[src/rtl/npcPkg.sv]
package npcPkg;

  localparam logic [5:0] OPC_SPECIAL = 6'd0;
  localparam logic [5:0] OPC_JUMP    = 6'd2;
  localparam logic [5:0] OPC_CALL    = 6'd3;
  localparam logic [5:0] OPC_BREQ    = 6'd4;
  localparam logic [5:0] OPC_BRNE    = 6'd5;
  localparam logic [5:0] FN_JREG     = 6'd8;

  typedef enum logic [1:0] {
    SEL_SEQ  = 2'd0,
    SEL_BR   = 2'd1,
    SEL_JMP  = 2'd2,
    SEL_JREG = 2'd3
  } pcSel_e;

  typedef struct packed {
    pcSel_e pcSel;
    logic   hold;
    logic   linkWe;
  } ctlStrobes_t;

endpackage

[src/rtl/npcControl.sv]
module npcControl
  import npcPkg::*;
#(
  parameter int OP_W = 6,
  parameter int FN_W = 6
) (
  input  logic            clk,
  input  logic            rstN,
  input  logic            stall,
  input  logic [OP_W-1:0] opcode,
  input  logic [FN_W-1:0] funct,
  input  logic            regsEqual,
  output ctlStrobes_t     ctl
);

  logic isBrEq;
  logic isBrNe;
  logic isJump;
  logic isCall;
  logic isJReg;
  logic brTaken;

  always_comb begin
    isBrEq  = (opcode == OP_W'(OPC_BREQ));
    isBrNe  = (opcode == OP_W'(OPC_BRNE));
    isJump  = (opcode == OP_W'(OPC_JUMP));
    isCall  = (opcode == OP_W'(OPC_CALL));
    isJReg  = (opcode == OP_W'(OPC_SPECIAL)) && (funct == FN_W'(FN_JREG));
    brTaken = (isBrEq && regsEqual) || (isBrNe && !regsEqual);
  end

  always_comb begin
    ctl.hold   = stall;
    ctl.linkWe = isCall && !stall;
    if (brTaken)               ctl.pcSel = SEL_BR;
    else if (isJump || isCall) ctl.pcSel = SEL_JMP;
    else if (isJReg)           ctl.pcSel = SEL_JREG;
    else                       ctl.pcSel = SEL_SEQ;
  end

  AST_LINK_ONLY_CALL: assert property (@(posedge clk) disable iff (!rstN)
    ctl.linkWe |-> (opcode == OP_W'(OPC_CALL) && !stall));
  AST_BREQ_TAKEN: assert property (@(posedge clk) disable iff (!rstN)
    (opcode == OP_W'(OPC_BREQ) && regsEqual) |-> (ctl.pcSel == SEL_BR));
  AST_BRNE_TAKEN: assert property (@(posedge clk) disable iff (!rstN)
    (opcode == OP_W'(OPC_BRNE) && !regsEqual) |-> (ctl.pcSel == SEL_BR));

endmodule

[src/rtl/npcDatapath.sv]
module npcDatapath
  import npcPkg::*;
#(
  parameter int          PC_W     = 32,
  parameter int          OFF_W    = 16,
  parameter int          TGT_W    = 26,
  parameter logic [31:0] RESET_PC = 32'h0
) (
  input  logic             clk,
  input  logic             rstN,
  input  ctlStrobes_t      ctl,
  input  logic [OFF_W-1:0] offset,
  input  logic [TGT_W-1:0] target,
  input  logic [PC_W-1:0]  rsVal,
  input  logic [PC_W-1:0]  rtVal,
  output logic             regsEqual,
  output logic [PC_W-1:0]  pcQ,
  output logic [PC_W-1:0]  pcPlus4
);

  localparam int REGION_W = PC_W - TGT_W - 2;
  localparam int EXT_W    = PC_W - OFF_W - 2;

  logic [PC_W-1:0] brOffset;
  logic [PC_W-1:0] brTarget;
  logic [PC_W-1:0] jmpTarget;
  logic [PC_W-1:0] pcNext;

  always_comb begin
    regsEqual = (rsVal == rtVal);
    pcPlus4   = pcQ + PC_W'(4);
    brOffset  = {{EXT_W{offset[OFF_W-1]}}, offset, 2'b00};
    brTarget  = pcPlus4 + brOffset;
    jmpTarget = {pcPlus4[PC_W-1 -: REGION_W], target, 2'b00};
  end

  always_comb begin
    unique case (ctl.pcSel)
      SEL_BR:   pcNext = brTarget;
      SEL_JMP:  pcNext = jmpTarget;
      SEL_JREG: pcNext = rsVal;
      default:  pcNext = pcPlus4;
    endcase
  end

  always_ff @(posedge clk or negedge rstN) begin
    if (!rstN)         pcQ <= PC_W'(RESET_PC);
    else if (!ctl.hold) pcQ <= pcNext;
  end

  AST_STALL_HOLD: assert property (@(posedge clk) disable iff (!rstN)
    ctl.hold |=> $stable(pcQ));
  AST_SEQ_STEP: assert property (@(posedge clk) disable iff (!rstN)
    (!ctl.hold && ctl.pcSel == SEL_SEQ) |=> (pcQ == $past(pcQ) + PC_W'(4)));
  AST_JUMP_REGION: assert property (@(posedge clk) disable iff (!rstN)
    (!ctl.hold && ctl.pcSel == SEL_JMP) |=>
      (pcQ[PC_W-1 -: REGION_W] == $past(pcPlus4[PC_W-1 -: REGION_W]) && pcQ[1:0] == 2'b00));
  AST_JREG_LOAD: assert property (@(posedge clk) disable iff (!rstN)
    (!ctl.hold && ctl.pcSel == SEL_JREG) |=> (pcQ == $past(rsVal)));

endmodule

[src/rtl/nextPcUnit.sv]
module nextPcUnit
  import npcPkg::*;
#(
  parameter int          PC_W     = 32,
  parameter int          OP_W     = 6,
  parameter int          FN_W     = 6,
  parameter int          OFF_W    = 16,
  parameter int          TGT_W    = 26,
  parameter logic [31:0] RESET_PC = 32'h0
) (
  input  logic             clk,
  input  logic             rstN,
  input  logic             stall,
  input  logic [OP_W-1:0]  opcode,
  input  logic [FN_W-1:0]  funct,
  input  logic [OFF_W-1:0] offset,
  input  logic [TGT_W-1:0] target,
  input  logic [PC_W-1:0]  rsVal,
  input  logic [PC_W-1:0]  rtVal,
  output logic [PC_W-1:0]  pc,
  output logic [PC_W-1:0]  linkAddr,
  output logic             linkWe
);

  ctlStrobes_t ctl;
  logic        regsEqual;

  npcControl #(.OP_W(OP_W), .FN_W(FN_W)) i_control (
    .clk(clk), .rstN(rstN), .stall(stall), .opcode(opcode), .funct(funct),
    .regsEqual(regsEqual), .ctl(ctl)
  );

  npcDatapath #(.PC_W(PC_W), .OFF_W(OFF_W), .TGT_W(TGT_W), .RESET_PC(RESET_PC)) i_datapath (
    .clk(clk), .rstN(rstN), .ctl(ctl), .offset(offset), .target(target),
    .rsVal(rsVal), .rtVal(rtVal), .regsEqual(regsEqual), .pcQ(pc), .pcPlus4(linkAddr)
  );

  assign linkWe = ctl.linkWe;

  AST_RESET_ZERO: assert property (@(posedge clk) !rstN |-> (pc == PC_W'(RESET_PC)));

endmodule

[config.mk]
export PLATFORM = sky130hd
export DESIGN_NAME = nextPcUnit
export DESIGN_NICKNAME = d
export VERILOG_FILES = /design/src/rtl/npcPkg.sv /design/src/rtl/npcControl.sv /design/src/rtl/npcDatapath.sv /design/src/rtl/nextPcUnit.sv
export SDC_FILE = /design/constraint.sdc
export NUM_CORES = 1
export LEC_CHECK = 0
export ABC_AREA = 1
export BUFFER_PORTS_ARGS = -buffer_cell sky130_fd_sc_hd__clkbuf_2
export CORE_MARGIN = 2
export CORE_UTILIZATION = 57
export CTS_CLUSTER_DIAMETER = 60
export CTS_CLUSTER_SIZE = 40
export DETAILED_ROUTE_END_ITERATION = 10
export PLACE_DENSITY = 0.89
export SETUP_SLACK_MARGIN = 0.4
export SYNTH_ARGS = -nofsm -noshare
export SYNTH_HDL_FRONTEND = slang
export SYNTH_HIERARCHICAL = 1
export SYNTH_SLANG_ARGS = --single-unit
[constraint.sdc]
create_clock -name clk -period 3.8 [get_ports clk]
set_input_delay 1.14 -clock clk [delete_from_list [all_inputs] [get_ports clk]]
set_output_delay 1.14 -clock clk [all_outputs]
set_load 0.005 [all_outputs]
## Word level (Yosys, flattened, before mapping)

Index checks and enable logic that the tools add are counted.

- Bits in registers: 32
- Input port bits: 121

- Add/subtract/negate cells: 2
- Eq/ne operators: 9
- Multiplexer cells: 4
- Reductions and logical operators: 9

Operators by type and width:

| kind | number |
|---|---|
| 32-bit case mux with 3 select lines | 1 |
| 32-bit by 3-bit adder with 32-bit output (second input constant) | 1 |
| 32-bit adder | 1 |
| 32-bit == test | 1 |
| 6-bit by 2-bit == test with 1-bit output (second input constant) | 2 |
| 6-bit by 3-bit == test with 1-bit output (second input constant) | 2 |
| 6-bit by 4-bit == test with 1-bit output (second input constant) | 1 |
| 6-bit zero test | 1 |
| 2-bit two-way mux | 3 |
| 2-bit == test (second input constant) | 2 |
| 1-bit logical AND | 4 |
| 2-bit by 1-bit == test with 1-bit output (second input constant) | 1 |
| 1-bit zero test | 2 |
| 1-bit logical OR | 2 |

## Logic depth before layout (Yosys ltp)

- Depth in word-level cells: 7
- Gate-level depth with buffers: 25
- Gate-level depth less buffers: 25

## Modules after synthesis

The synthesis kept the hierarchy.

By module, submodules not included:

| module | instances | cells an instance | area an instance (um^2) | seq. area each (um^2) |
|---|---|---|---|---|
| npcDatapath | 1 | 978 | 5507.8 | 800.8 |
| npcControl | 1 | 29 | 130.1 | 0.0 |

## Least setup slack after synthesis

No wires, ideal clock.

- Path kind: input to register
- Start: in rsVal[29]
- End: reg i_datapath.pcQ[26]
- Setup time: 117 ps
- Arrival time: 3111 ps
- Required time: 3683 ps
- Path slack: 573 ps
- Cell stages on the path: 18
- Path through: xnor2_1 -> nand4_1 -> nor2_1 -> nand4_1 -> nor4b_1 -> nand2_1 -> nand2_1 -> nor2_1 -> nand2_1 -> nand2_1 -> buf_2 -> nand2_1 -> clkinv_1 -> clkbuf_1 -> a221oi_1 -> nand2_1 -> nand2_1 -> nand2_1

RTL lines:

| element | line | text |
|---|---|---|
| start: declaration | nextPcUnit.sv:18 | `input logic [PC_W-1:0] rsVal,` |
| end signal: assignment | npcDatapath.sv:47 | `if (!rstN) pcQ <= PC_W'(RESET_PC);` |
| end signal: assignment | npcDatapath.sv:48 | `else if (!ctl.hold) pcQ <= pcNext;` |
| end: declaration | npcDatapath.sv:17 | `output logic [PC_W-1:0] pcQ,` |

==> metrics <==
status=finished, final reports clean; Final WS setup=0.141 ns; leakage=0.00430 uW; via count=7706; post-DP HPWL=18.9 mm; die width=103 um; crit-path cells=clkbuf_2, xnor2_1, nand4_1, nor4b_4, nand2_1, nand2_1, nor2_1, nand2_1, nand2_4, nand2_4, clkinvlp_4, buf_4, a221oi_2, nand2_1, o211ai_1, nand2_1; Pre-antenna DRT Iters=5; Die Area=10700 um2; Final Cell Area=7620 um2; Fin Hold WS=0.541 ns; clock network fraction of design power=10.9%; Int Power=1270 uW; Setup CP Type=in -> reg; flop-to-flop setup slack=0.51 ns; CTS root buf=clkbuf_8; Final Hold Vio Count=0; post-synthesis compound-gate area fraction=13.2%; Storage cell area=811 um2; fmax=0.273 GHz; I/O Pins=186; Initial Util=58.2%; xor and xnor area share after synthesis=7.75%; Sink Count=32; Final #Nets=1376; Final Critical Period=3.66 ns; first-pass GRT wire length=34.5 mm; DP Worst Slack=-0.251 ns; Tot GR Track Use=43.2%; reg-to-reg endpoint=i_datapath/pcQ[24]; worst-margin pin slew=0.871 ns; P_sw=1450 uW; post-synth top area share=23.0%; Worst path slowest cell=xnor2_1; gpl congestion=1.06; Reg-to-Reg Start=i_datapath/pcQ[2]; worst reg-to-reg path cell count=20; WL/cell=17.9 um; post-synthesis mux area share=0%; Syn Nets=1163; Cell Area, Synth=5640 um2; Comb pwr share=69.1%; Top FF cell, synth=dfrtp_1; WP data arrival=3.84 ns; # DRC=0; post-route clock period utilization=96.3%; Critical Path Sink Type=register; clk_lat worst skew=0.30 ns; Syn Area/Cell=5.60 um2; PortBufs=185; initial DRC count=714; TritonCTS clock tree=yes; layout cells sized above 1=28.5%; Post-DP Area=6800 um2; GRT Residual Overflow=0; post-synthesis sequential area ratio=14.2%; Worst VDD drop=334 uV; max-slew violations=0; initial antenna violation count=0; synth top area cells=nand2_1, dfrtp_1, inv_1, ha_1, nor2_1; Hold Path Class=reg -> reg; number of fill cells=771; hold worst-path end=i_datapath/pcQ[24]; Max-Slew Margin vs Limit=41.9%; RSZ-0062 raised after global routing=yes; fraction of registers with async set/reset=100%; Inserted Diodes=0; Seq pwr share=20.0%; final setup fails=0; number of flops mapped to enable cells by yosys=0; peak fanout along the critical path=5; Switching Share=53.2%; Biggest register=i_datapath/pcQ; Largest stage delay, worst path=0.48 ns; clock skew=0.00731 ns; FP Rows=36; clock transition at the registers of the reported paths=0.07 ns; number of synthesized register bits=32; biggest regs=i_datapath/pcQ x32; TritonCTS buffer count=5; Adder-Cell Fraction of Synth Area=7.90%; Vias/cell=5.70; cell mode on critical path=nand2_1; core area=9680 um2; number of flip-flops under the largest register name=32; max-cap viol count=0; Distinct cells, synth=48; post-route ant nets=0; largest net degree at the start of global routing=41; WL final=24.2 mm; die height=103 um; CTS Hold Buffers Added=0; CP Launch Type=input pin; synthesized instance count=1007; area of the multi-input gates=4540 um2; Critical Path RT=3.98 ns; worst setup path startpoint=rsVal[17]; largest family of logic cells by synthesized area=simple AND/OR/NAND/NOR gates; Power Dens Cells=357 nW/um2; CTS Buffer Depth=2; Worst Hold Launch=i_datapath/pcQ[24]; Syn-to-layout area delta=35.2%; vias in the first global route=6853; Syn. warnings=6; leading area contributor after synthesis=nand2_1; H-tree depth=2; simple-gate share of the synthesized area=43.9%; hold path depth=2
## logic make-up after synthesis
| kind of cell | Yosys count |
|---|---|
| flops | 32 |
| simple gates | 574 |
| compound gates | 127 |
| xor+xnor | 49 |
| fa+ha+maj | 35 |
| buf+inv | 190 |
## cells in the final DEF (no fill, tap or decap), types with 3 or more instances in the layout
cell	count
a21o_1	5
a21oi_1	45
a21oi_2	4
a221oi_2	4
a221oi_4	3
buf_4	38
buf_6	11
clkbuf_2	174
clkbuf_8	7
dfrtp_1	24
dfrtp_2	8
ha_1	27
ha_4	5
inv_1	159
inv_2	6
nand2_1	338
nand2_2	13
nand2_4	4
nand3_1	60
nand3_2	4
nand4_1	17
nor2_1	82
nor2_2	19
nor2_4	7
nor3_1	11
nor3_2	5
o211ai_1	9
o21ai_0	23
o21ai_1	14
o21bai_1	5
o22ai_1	7
or2_2	3
xnor2_1	15
xnor2_2	8
xor2_1	17
xor2_2	7
## layer usage
layer  GRT usage [%]  vias to the layer above  part of all wire, %
li1                -                     3606                    -
met1            51.3                     3380                   36
met2            69.5                      586                   45
met3            8.27                      134                   10
met4            31.3                        0                  7.9
met5               0                        -                    0
## what timing repair did
| item | in CTS | in global routing |
|---|---|---|
| pin swaps | 4 | 19 |
| endpoints found under the hold margin | 0 | 0 |
| gates cloned | 0 | 2 |
| resized for setup | 16 | 125 |
| setup endpoints to repair | 27 | 34 |
| buffers inserted | 6 | 13 |
## layout make-up
class                   instances  share of cell area (%)
well taps                     133                    2.18
clock buffers                   7                    1.26
repair buffers                228                    18.0
flip-flops and latches         32                    10.6
inverters                     168                    8.32
multi-input cells             785                    59.5
## cells in the mapped netlist, drive strengths merged (2+ instances only)
cell type,count
a21o,5
a21oi,49
a221oi,8
and2,2
buf,10
clkbuf,12
clkinv,4
dfrtp,32
ha,34
inv,164
nand2,355
nand3,64
nand3b,2
nand4,17
nor2,109
nor3,17
o211ai,9
o21ai,39
o21bai,5
o22ai,8
or2,5
xnor2,24
xor2,25
## through the flow
| step | TNS [ns] | utilization (%) | power [uW] | instances |
|---|---|---|---|---|
| after global routing | 0 | 78.7 | 2940 | 1353 |
| after detailed placement | -1.12 | 70.2 | 2200 | 1325 |
| after CTS | 0 | 72.5 | 2530 | 1338 |
| after global placement | -0.975 | 70.2 | 2200 | 1325 |
| after floorplan | 0 | - | 1560 | 1007 |
| final | 0 | 78.7 | 2720 | 1353 |
## critical path, delay by kind of cell
kind	cells	cell delay [ns]
buf+inv	3	0.48
xor+xnor	1	0.48
compound gates	2	0.37
simple gates	10	1.35
## worst max-delay path by stage
stage,end,cells after the start
finish,i_datapath/pcQ[15],16
floorplan,i_datapath/pcQ[26],18
CTS,i_datapath/pcQ[17],18
global route,i_datapath/pcQ[12],15
detailed placement,i_datapath/pcQ[18],17
global placement,i_datapath/pcQ[18],17
## power by group through the flow
stage	combinational [uW]	clock, uW	sequential (uW)
floorplan	1050	0	516
global placement	1660	0	542
detailed placement	1660	0	540
CTS	1710	294	532
global route	2080	312	549
finish	1880	297	543
Note: power is estimated with default switching activity, not from simulation.
